<file path="config.mk">
export PLATFORM = sky130hd
export DESIGN_NAME = lsu_lane_align
export DESIGN_NICKNAME = d
export VERILOG_FILES = /design/src/rtl/lsu_align_pkg.sv /design/src/rtl/lsu_rst_sync.sv /design/src/rtl/lsu_store_pack.sv /design/src/rtl/lsu_load_ctx.sv /design/src/rtl/lsu_load_extract.sv /design/src/rtl/lsu_lane_align.sv
export SDC_FILE = /design/constraint.sdc
export NUM_CORES = 1
export LEC_CHECK = 0
export ABC_CLOCK_PERIOD_IN_PS = 1620
export CAP_MARGIN = 20
export CELL_PAD_IN_SITES_DETAIL_PLACEMENT = 2
export CELL_PAD_IN_SITES_GLOBAL_PLACEMENT = 2
export CORE_UTILIZATION = 11
export DETAILED_ROUTE_END_ITERATION = 10
export PLACE_DENSITY = 0.74
export SETUP_SLACK_MARGIN = 0.5
export SLEW_MARGIN = 0
export SYNTH_ARGS = -nofsm -noshare
export SYNTH_HDL_FRONTEND = slang
export SYNTH_SLANG_ARGS = --single-unit
</file>
<file path="constraint.sdc">
create_clock -name clk -period 1.62 [get_ports clk]
set_clock_uncertainty 0.05 [all_clocks]
set_input_delay 0.324 -clock clk [delete_from_list [all_inputs] [get_ports clk]]
set_output_delay 0.324 -clock clk [all_outputs]
set_load 0.05 [all_outputs]
</file>
<file path="src/rtl/lsu_align_pkg.sv">
package lsu_align_pkg;
  localparam int WORD_W = 32;
  localparam int LANE_W = 8;
  localparam int LANES  = WORD_W / LANE_W;
  localparam int OFS_W  = $clog2(LANES);
  localparam int HALVES = LANES / 2;
  localparam int HIDX_W = OFS_W - 1;

  typedef enum logic [1:0] {
    SZ_BYTE = 2'b00,
    SZ_HALF = 2'b01,
    SZ_WORD = 2'b10,
    SZ_SPARE = 2'b11
  } acc_size_e;

  typedef struct packed {
    logic [OFS_W-1:0] ofs;
    acc_size_e        size;
    logic             zext;
  } ld_ctx_t;
endpackage

</file>
<file path="src/rtl/lsu_rst_sync.sv">
module lsu_rst_sync (
  input  logic clk,
  input  logic rst_n,
  output logic rst_n_sync
);
  logic stage1_q;
  logic stage2_q;

  always_ff @(posedge clk or negedge rst_n) begin
    if (!rst_n) begin
      stage1_q <= 1'b0;
      stage2_q <= 1'b0;
    end else begin
      stage1_q <= 1'b1;
      stage2_q <= stage1_q;
    end
  end

  assign rst_n_sync = stage2_q;
endmodule

</file>
<file path="src/rtl/lsu_store_pack.sv">
module lsu_store_pack
  import lsu_align_pkg::*;
(
  input  logic              store_en,
  input  logic [OFS_W-1:0]  ofs,
  input  acc_size_e         size,
  input  logic [WORD_W-1:0] wdata,
  output logic [LANES-1:0]  wmask,
  output logic [WORD_W-1:0] wdata_lanes
);
  localparam int HALF_W = WORD_W / 2;

  always_comb begin
    unique case (size)
      SZ_BYTE: wdata_lanes = {LANES{wdata[LANE_W-1:0]}};
      SZ_HALF: wdata_lanes = {HALVES{wdata[HALF_W-1:0]}};
      default: wdata_lanes = wdata;
    endcase
  end

  // lane i holds bits [LANE_W*i +: LANE_W]; its byte offset is LANES-1-i
  for (genvar i = 0; i < LANES; i++) begin : g_lane
    localparam logic [OFS_W-1:0] LANE_OFS = OFS_W'(LANES - 1 - i);
    logic hit;
    always_comb begin
      unique case (size)
        SZ_BYTE: hit = (ofs == LANE_OFS);
        SZ_HALF: hit = (ofs[OFS_W-1:1] == LANE_OFS[OFS_W-1:1]);
        default: hit = 1'b1;
      endcase
    end
    assign wmask[i] = store_en & hit;
  end
endmodule

</file>
<file path="src/rtl/lsu_load_ctx.sv">
module lsu_load_ctx
  import lsu_align_pkg::*;
(
  input  logic    clk,
  input  logic    rst_n,
  input  logic    load_en,
  input  ld_ctx_t ctx_d,
  output ld_ctx_t ctx_q,
  output logic    valid_q
);
  localparam ld_ctx_t CTX_RST = '{ofs: '0, size: SZ_WORD, zext: 1'b0};

  ld_ctx_t ctx_nxt;
  logic    valid_nxt;

  always_comb begin
    ctx_nxt   = ctx_q;
    valid_nxt = load_en;
    if (load_en) begin
      ctx_nxt = ctx_d;
    end
  end

  always_ff @(posedge clk or negedge rst_n) begin
    if (!rst_n) begin
      ctx_q   <= CTX_RST;
      valid_q <= 1'b0;
    end else begin
      ctx_q   <= ctx_nxt;
      valid_q <= valid_nxt;
    end
  end
endmodule

</file>
<file path="src/rtl/lsu_load_extract.sv">
module lsu_load_extract
  import lsu_align_pkg::*;
(
  input  ld_ctx_t           ctx,
  input  logic [WORD_W-1:0] rdata,
  output logic [WORD_W-1:0] ld_data
);
  localparam int HALF_W = WORD_W / 2;
  localparam logic [OFS_W-1:0]  BYTE_MAX = OFS_W'(LANES - 1);
  localparam logic [HIDX_W-1:0] HALF_MAX = HIDX_W'(HALVES - 1);

  logic [LANE_W-1:0] lane_b [LANES];
  logic [HALF_W-1:0] lane_h [HALVES];

  for (genvar i = 0; i < LANES; i++) begin : g_byte
    assign lane_b[i] = rdata[LANE_W*i +: LANE_W];
  end
  for (genvar j = 0; j < HALVES; j++) begin : g_half
    assign lane_h[j] = rdata[HALF_W*j +: HALF_W];
  end

  logic [OFS_W-1:0]  byte_idx;
  logic [HIDX_W-1:0] half_idx;
  logic [LANE_W-1:0] byte_sel;
  logic [HALF_W-1:0] half_sel;

  always_comb begin
    byte_idx = BYTE_MAX - ctx.ofs;
    half_idx = HALF_MAX - ctx.ofs[OFS_W-1:1];
    byte_sel = lane_b[byte_idx];
    half_sel = lane_h[half_idx];
    unique case (ctx.size)
      SZ_BYTE: ld_data = ctx.zext ? {{(WORD_W-LANE_W){1'b0}}, byte_sel}
                                  : {{(WORD_W-LANE_W){byte_sel[LANE_W-1]}}, byte_sel};
      SZ_HALF: ld_data = ctx.zext ? {{(WORD_W-HALF_W){1'b0}}, half_sel}
                                  : {{(WORD_W-HALF_W){half_sel[HALF_W-1]}}, half_sel};
      default: ld_data = rdata;
    endcase
  end
endmodule

</file>
<file path="src/rtl/lsu_lane_align.sv">
module lsu_lane_align
  import lsu_align_pkg::*;
#(
  parameter int ADDR_W = 32
) (
  input  logic                    clk,
  input  logic                    rst_n,
  input  logic [ADDR_W-1:0]       acc_addr,
  input  logic                    acc_store,
  input  logic                    acc_load,
  input  logic [1:0]              acc_size,
  input  logic                    acc_zext,
  input  logic [WORD_W-1:0]       acc_wdata,
  output logic [ADDR_W-OFS_W-1:0] mem_addr,
  output logic [LANES-1:0]        mem_wmask,
  output logic [WORD_W-1:0]       mem_wdata,
  input  logic [WORD_W-1:0]       mem_rdata,
  output logic                    ld_valid,
  output logic [WORD_W-1:0]       ld_data
);
  logic      rst_n_int;
  acc_size_e size_e;
  ld_ctx_t   ctx_in;
  ld_ctx_t   ctx_held;

  assign size_e   = acc_size_e'(acc_size);
  assign mem_addr = acc_addr[ADDR_W-1:OFS_W];
  assign ctx_in   = '{ofs: acc_addr[OFS_W-1:0], size: size_e, zext: acc_zext};

  lsu_rst_sync u_rst_sync (
    .clk        (clk),
    .rst_n      (rst_n),
    .rst_n_sync (rst_n_int)
  );

  lsu_store_pack u_store_pack (
    .store_en    (acc_store),
    .ofs         (acc_addr[OFS_W-1:0]),
    .size        (size_e),
    .wdata       (acc_wdata),
    .wmask       (mem_wmask),
    .wdata_lanes (mem_wdata)
  );

  lsu_load_ctx u_load_ctx (
    .clk     (clk),
    .rst_n   (rst_n_int),
    .load_en (acc_load),
    .ctx_d   (ctx_in),
    .ctx_q   (ctx_held),
    .valid_q (ld_valid)
  );

  lsu_load_extract u_load_extract (
    .ctx     (ctx_held),
    .rdata   (mem_rdata),
    .ld_data (ld_data)
  );
endmodule

</file>
Word-level counts from Yosys, hierarchy flattened:

Cells that the tools add are included.

* flip-flop bits (word level): 8
* bits of input ports: 103

* add/subtract/negate cells: 2
* $lt $le $gt $ge: 2
* equality and inequality tests: 5
* multiplexer cells: 14
* bitwise operators: 7
* reductions and logical operators: 3

Operators with widths (count)
* one-hot mux 32 bit (2 select lines): 2
* two-way mux 32 bit: 2
* two-way mux 16 bit: 3
* binary-select mux 8 bit (select 2 bit): 1
* two-way mux 8 bit: 2
* one-hot mux 1 bit (2 select lines): 4
* == test 2 x 1 -> 1 bit, second input constant: 3
* zero test 2 bit: 3
* AND 1 bit: 4
* == test 2 bit, second input constant: 2
* greater-or-equal comparator 3 bit, second input constant: 1
* inverter 2 -> 3 bit: 1
* greater-or-equal comparator 2 bit, second input constant: 1
* inverter 1 -> 2 bit: 1
* subtractor 2 bit, first input constant: 1
* inverter 1 bit: 1
* subtractor 1 bit, first input constant: 1

Longest topological paths before layout:

Gate-level depths: netlist (run 1).

* word-level depth: 7
* mapped depth: 5
* mapped depth without buffers: 3

Modules after synthesis:

A second synthesis (run 1) with hierarchy kept.

* cells, all modules: 213
* area, all modules: 1765.4 um2

Modules (own cells, without submodules)
* lsu_load_extract: instances 1, cells each 105, area an instance 764.5 um2
* lsu_store_pack: instances 1, cells each 64, area an instance 514.2 um2
* lsu_lane_align: instances 1, cells each 30, area an instance 225.2 um2
* lsu_load_ctx: instances 1, cells each 11, area an instance 207.7 um2
* lsu_rst_sync: instances 1, cells each 3, area an instance 53.8 um2

Worst setup path before layout (run 1):

OpenSTA, ideal clock, no wires.

* path type: reg-to-output
* from: register u_load_ctx.ctx_q[2] (netlist bit)
* to: output port ld_data[21]
* arrival: 1.866 ns
* data required time: 1.246 ns
* path slack: -0.620 ns
* cell stages (with the launch flop): 5
* path buffers: 2
* cell sequence: dfstp_2 -> buf_4 -> clkbuf_1 -> a21oi_1 -> a21oi_1

* word-level cells in the longest chain between the ends: 2

Ends and longest elaborated chain
* from (decl): line lsu_load_ctx.sv:8 `output ld_ctx_t ctx_q,`
* from (signal assigned): line lsu_load_ctx.sv:29 `ctx_q <= ctx_nxt;`
* == test 2 x 1 -> 1 bit / zero test 2 bit (equally long branches): line lsu_load_extract.sv:32 `unique case (ctx.size)`
* one-hot mux 32 bit (2 select lines) *: line lsu_load_extract.sv:32
* to (decl): line lsu_lane_align.sv:19 `output logic [WORD_W-1:0] ld_data`

Mark *: on every way between the ends. The rest lies on a longest branch, timed or not.

Worst setup path after layout (run 1):

* from: register u_load_ctx.ctx_q[4] (netlist bit)
* to: output port ld_data[5]

* word-level cells in the longest chain between the ends: 7

Ends and longest elaborated chain (line)
* subtractor 2 bit / subtractor 1 bit (equally long branches): lsu_load_extract.sv:28, lsu_load_extract.sv:29
* inverter 2 -> 3 bit (not written as such) / inverter 1 -> 2 bit (equally long branches): lsu_load_extract.sv:30, lsu_load_extract.sv:31
* binary-select mux 8 bit (select 2 bit) / two-way mux 16 bit (equally long branches): lsu_load_extract.sv:30, lsu_load_extract.sv:31
* two-way mux 8 bit (not written as such) / two-way mux 16 bit (equally long branches) (2 in a row): lsu_load_extract.sv:30, lsu_load_extract.sv:31
* two-way mux 32 bit, on equally long branches: lsu_load_extract.sv:33, lsu_load_extract.sv:35
* one-hot mux 32 bit (2 select lines) *: lsu_load_extract.sv:32

Mark *: on every way between the ends. The rest lies on a longest branch, timed or not. The select of a mux whose other input is x is not followed.

==> run metrics, run 1 <==
Comb pwr share around 81%; Crit path largest cell delay about 460 ps; Max Fclk roughly 0.45 GHz; worst-path cell chain buf_12, buf_12, mux2_4, o22a_1, o22a_2, buf_12; Inserted Diodes 0; Int Power roughly 1.8 mW; All-Layer GR Usage approximately an eighth; CP required 1250 ps; min cycle time layout 2227 ps; Critical Path Most Common Cell buf_12; violated checks setup timing; antenna viol nets, final 0; Ys Warns 0; Ports about 200; cells after synthesis roughly 210; Seq/Total Area, Yosys between 10 and 15%; drt drc 0; Clock Tree Buf Depth 2; Main synth FF type dfrtp_1; largest net degree at the start of global routing 25; Psw 1.620 mW; WL/cell 19.98 um; synth top area cells buf_4 (17%), mux2_2 (13%), dfrtp_1 (9.9%); power density over the cells about 680 nW/um^2; via/cell ratio approximately 4.1; critical path class flop to primary output; full die area 16,550 um^2; Hold WC Path Type flop to asynchronous set/reset pin; share of the synthesized area in the top cell type ~17%; initial drt markers 44; Syn Nets between 300 and 400; Yosys reg bits 8; Worst-path clk slew about 40 ps; met3 Use GR under 10%; met2 Usage GRT a little over a quarter; Final Util 32.77%; NumNets Final roughly 480; CTS tree done; Die Width ~130 um; Async SR Flop Fraction between 90% and 100%; first-pass GRT wire length ~17,000 um; PortBufs 141; Sw Share between 40% and 50%; CTS root buffer clkbuf_16; VDD IR-drop max about 0.36 mV; count of pins over their slew limit 0; count of final hold-check violations 0; Mapped Area 1764 um^2; DR vias 2,413; Yosys top cell by area buf_4; library cells used by synthesis 33; worst reg-to-reg path cell count 3; Routed WL around 12,000 um; Worst path slowest cell dfrtp_2; Initial Util ~11%; most common cell in the netlist buf_4; Std-Cell Rows 45; Clock Sinks 8; initial antenna violation count 0; gpl congestion roughly 0.75; Avg Cell Area, Syn about 8.2 um^2; Worst-Skew Late Latency 230 ps; Post-synth EDFFs 0; Startpoint Class flop; final worst setup slack -607.3 ps; crit end category primary output; RSZ-0062 raised after global routing yes; LEAKAGE ~2.1 nW; share of layout cells above drive strength 1 between 70% and 80%; GR Util met1 12.70%; Most Crowded Layer GR met2; via count of the first global-routing pass 2,815; CTS H-tree depth 1; fin crit share 137.5%; gr ovfl total 0; Clk pwr share 12.2%; DRT Pass-1 Iters 6; Die Ht between 100 and 150 um; most common library cells after synthesis buf_4 (40), a21oi_1 (34), mux2_2 (21); synth-to-layout area growth 186.6%; # setup viols final 32; Reg power frac 7.1%; post-DP HPWL ~9000 um; CTS Buf Count 3; max cap viols 0; worst-path fanout max 6; Core Region 15,430 um^2; post-place setup slack -658.7 ps; outcome finished with violations; WP data arrival roughly 1900 ps
-- cells in the final DEF (no fill, tap or decap), types with 5 or more instances in the layout --
master | synthesis | routed
clkbuf_16 | 0 | 5
buf_6 | 3 | 28
mux2i_4 | 0 | 6
buf_2 | 5 | 5
mux2_4 | 8 | 25
o21ai_4 | 0 | 8
a21oi_1 | 34 | 16
buf_8 | 0 | 14
a21oi_4 | 2 | 20
o22a_1 | 14 | 7
buf_4 | 40 | 53
dfrtp_1 | 7 | 6
o22a_2 | 0 | 5
nand2_2 | 0 | 6
a22oi_1 | 9 | 8
buf_12 | 0 | 50
nand2_1 | 18 | 10
clkdlybuf4s50_1 | 0 | 31
dlygate4sd2_1 | 0 | 25
o221ai_4 | 0 | 5
-- worst max-delay path, delay by kind of cell, from the launching register on --
kind / cells / cell delay (ps)
buffers and inverters: 3 / 440
AO/OA/AOI/OAI: 2 / 430
flip-flops: 1 / 460
multiplexers: 1 / 290
-- timing repair --
action | in CTS | in global routing
setup buffers | 7 | 6
gates resized for setup | 160 | 26
cloned | 3 | 2
hold buffers | 0 | 0
endpoints found under the setup margin | 74 | 65
pin swaps | 21 | 14
-- through the flow --
step                TNS [ps]  instance area [um^2]  std cells  hold WS, ps  total power [mW]
floorplan              -7038                  2395        214       -21.59             1.934
global placement      -24320                  4343        568        39.94             2.681
detailed placement    -26750                  4343        568        47.18             2.736
CTS                   -19110                  4807        582        49.12             3.364
global route          -19860                  5056        590        60.41             3.594
finish                -17960                  5056        590        40.77             3.455
-- layer usage --
metal / part of all wire, % / wire (um) / vias up
met5: 0 / 0 / -
met4: 1.8 / 217 / 0
met3: 10 / 1189 / 24
met2: 55 / 6535 / 152
met1: 33 / 3842 / 1152
li1: - / - / 1085
-- kinds of logic after synthesis --
family | count (synthesis) | share of synthesized area [%]
compound gates | 81 | 33.26
buf+inv | 56 | 22.06
flops | 8 | 11.42
mux | 37 | 24.75
other cells | 1 | 0.2126
simple gates | 31 | 8.298
-- worst paths after layout --
| check | start | end | slack [ps] |
|---|---|---|---|
| setup / recovery | u_load_ctx.ctx_q[4] | ld_data[5] | -610 |
| max in group asynchronous | rst_n | u_rst_sync.rst_n_sync | 1180 |
| hold / removal | u_rst_sync.rst_n_sync | u_load_ctx.valid_q | 40 |
| hold reg to reg | u_rst_sync.rst_n_sync | u_load_ctx.valid_q | 40 |
| setup reg to reg | u_load_ctx.ctx_q[4] | u_load_ctx.ctx_q[4] | 450 |
| min in group clk | u_rst_sync.stage1_q | u_rst_sync.rst_n_sync | 300 |
-- final cells by class --
cell class	instances	area [um^2]
multi-input combinational	150	1846
clock buffer	4	78.83
timing repair buffer	215	2656
inverter	2	8.758
tap	211	264.0
fill	1631	10370
sequential	8	202.7
-- flip-flops by register name, summed over array words and instances (netlist names) --
register	flops
u_load_ctx.ctx_q	5
u_load_ctx.valid_q	1
u_rst_sync.rst_n_sync	1
u_rst_sync.stage1_q	1
-- power groups by stage --
| stage | logic [mW] | registers, mW | clock network [mW] |
|---|---|---|---|
| 2_1_floorplan | 1.69 | 0.245 | 0 |
| 3_3_place_gp | 2.44 | 0.245 | 0 |
| 3_5_place_dp | 2.49 | 0.247 | 0 |
| 4_1_cts | 2.69 | 0.246 | 0.432 |
| 5_1_grt | 2.90 | 0.247 | 0.450 |
| 6_report | 2.79 | 0.244 | 0.422 |
(Power assumes the default switching activity.)
==> run 2: changes to the inputs <==
--- a/config.mk
+++ b/config.mk
@@ -13,2 +13,3 @@
 export DETAILED_ROUTE_END_ITERATION = 10
+export HOLD_SLACK_MARGIN = 0.1
 export PLACE_DENSITY = 0.74
--- a/constraint.sdc
+++ b/constraint.sdc
@@ -4,2 +4,2 @@
 set_output_delay 0.324 -clock clk [all_outputs]
-set_load 0.05 [all_outputs]
+set_load 0.1 [all_outputs]
==> run metrics, run 2 (synthesis results as in run 1) <==
outcome finished with violations; violated checks setup timing; Hold WC Path Type flop to asynchronous set/reset pin; fin crit share 137.2% (-0.31 points); Die Ht 128.6 um (unchanged); NumNets Final 491 (+1.7%); drt drc 0 (unchanged); count of final hold-check violations 0 (unchanged); CTS tree done; Final Util 35.62% (+2.8 points); full die area 16,550 um^2 (unchanged); share of layout cells above drive strength 1 71.83% (+1.4 points); Top reg by flops u_load_ctx.ctx_q; DRT Pass-1 Iters 3 (-3); CTS H-tree depth 1 (unchanged); LEAKAGE 2.225 nW (+5.8%); Initial Util 11.44% (unchanged); synth-to-layout area growth 211.5%; via count of the first global-routing pass 2,953 (+4.9%); crit path from u_load_ctx.ctx_q[4]; Clock Sinks 8 (unchanged); Std-Cell Rows 45 (unchanged); Critical Path Most Common Cell buf_12; WP data arrival 1850 ps (about the same); Worst-Skew Late Latency 230 ps (about the same); most frequent cells in the layout buf_12 (82), buf_4 (48), dlygate4sd2_1 (30), clkdlybuf4s50_1 (30), mux2_4 (24); Die Width 128.6 um (unchanged); antenna viol nets, final 0 (unchanged); Clock Tree Buf Depth 2 (unchanged); critical path class flop to primary output; max cap viols 0 (unchanged); Ports 202 (unchanged); # setup viols final 32 (unchanged); initial antenna violation count 1 (+1); worst hold slack 147.6 ps (+106.8 ps); VDD IR-drop max 0.2920 mV (-19%); initial drt markers 18 (-59%); Worst path slowest cell dfrtp_2; crit end category primary output; largest net degree at the start of global routing 17 (-32%); Routed WL 11,590 um (-1.6%); gpl congestion 0.7230 (-4.2%); gr ovfl total 0 (unchanged); most common cell after layout, fill and taps aside buf_12; first-pass GRT wire length 16,980 um (+2.0%); Fillers 1,590 (-2.5%); register area 205.2 um^2 (+1.2%); Core Region 15,430 um^2 (unchanged); post-place setup slack -737.4 ps (-78.71 ps); Worst-path clk slew 40 ps (about the same); WL/cell 19.35 um (-3.1%); min cycle time layout 2222 ps (-5.068 ps); CP required 1250 ps (about the same); launch point of the worst reg-to-reg path u_load_ctx.ctx_q[1]; Placed Cells 569 (+0.18%); placed inst area 4838 um^2 (+11%); worst-path cell chain mux2_4, a22oi_4, buf_6, buf_12, o221ai_4, buf_12; All-Layer GR Usage 13.75% (+0.52 points); post-route insts no fill 599 (+1.5%); Crit path largest cell delay 460 ps (about the same); Max Fclk 0.4500 GHz (+0.23%); Final Instance Area 5495 um^2 (+8.7%); CTS Buf Count 3 (unchanged); post-DP HPWL 8958 um (+2.3%); via/cell ratio 4.028 (-1.5%); CTS root buffer clkbuf_16; final setup TNS -17,090 ps (+867.0 ps); final worst setup slack -602.2 ps (+5.068 ps); Pwr Total 4.509 mW (+31%); DR vias 2,413 (unchanged); Startpoint Class flop; worst-path fanout max 5 (-1); PortBufs 141 (unchanged); RSZ-0062 raised after global routing yes; count of pins over their slew limit 0 (unchanged); max reg flops 5 (unchanged); multi-input logic area 1923 um^2 (+4.2%); power density over the cells 820.4 nW/um^2 (+20%)
run 2: changes by cell type in the layout (fill, tap and decap cells not counted), sizes merged:
cell           previous run  this run
buf                     153       161
clkbuf                    6         4
dlygate4sd2              25        30
diode                     0         1
clkdlybuf4s50            31        30
dlygate4sd3               0         1
clkdlybuf4s15             2         1
dlymetal6s2s              2         0
run 2: routing by layer:
metal / vias to the layer above / track usage, % / routed length [um]
met4: 0 / 2.353 / 106
met1: 1159 / 12.73 / 3707
met3: 16 / 5.114 / 1223
met2: 132 / 28.36 / 6554
met5: - / 0 / 0
li1: 1106 / - / -
run 2: timing repair:
item,CTS,global route
resized for setup,151,15
pin swaps,20,8
setup endpoints to repair,74,63
cloned,4,0
endpoints found under the hold margin,5,0
setup buffers,16,4
hold buffers,1,0
run 2: path summary, 6_finish.rpt:
| path | cells after the start | to | slack (ps) |
|---|---|---|---|
| max | 6 | ld_data[10] | -600 |
| min | 0 | u_load_ctx.ctx_q[2] | 150 |
| min reg2reg | 0 | u_load_ctx.ctx_q[2] | 150 |
| max reg2reg | 4 | u_load_ctx.ctx_q[1] | 530 |
| max in group asynchronous | 1 | u_load_ctx.valid_q | 680 |
| min in group clk | 0 | u_rst_sync.rst_n_sync | 330 |
run 2: critical path: cells and delay by family, from the launching register on:
kind | cells | cell delay, ps
flip-flops | 1 | 460
buffers and inverters | 3 | 510
AO/OA/AOI/OAI | 2 | 310
multiplexers | 1 | 330
run 2: cell type report:
| type | instances | share of cell area [%] |
|---|---|---|
| diodes | 1 | 0.04554 |
| clock buffers | 4 | 1.434 |
| inverters | 2 | 0.2277 |
| multi-input cells | 150 | 35.00 |
| flip-flops and latches | 8 | 3.734 |
| well taps | 211 | 4.804 |
| repair buffers | 223 | 54.76 |
run 2: power breakdown:
part	switching, mW	internal [mW]
clock	0.0956	0.328
sequential	0.0247	0.221
combinational	2.29	1.55
==> run 3: changes to the inputs <==
- CTS_CLUSTER_SIZE: default -> 14
==> results of run 3 <==
Final layout, timing and power as in run 2 (identical DEF).
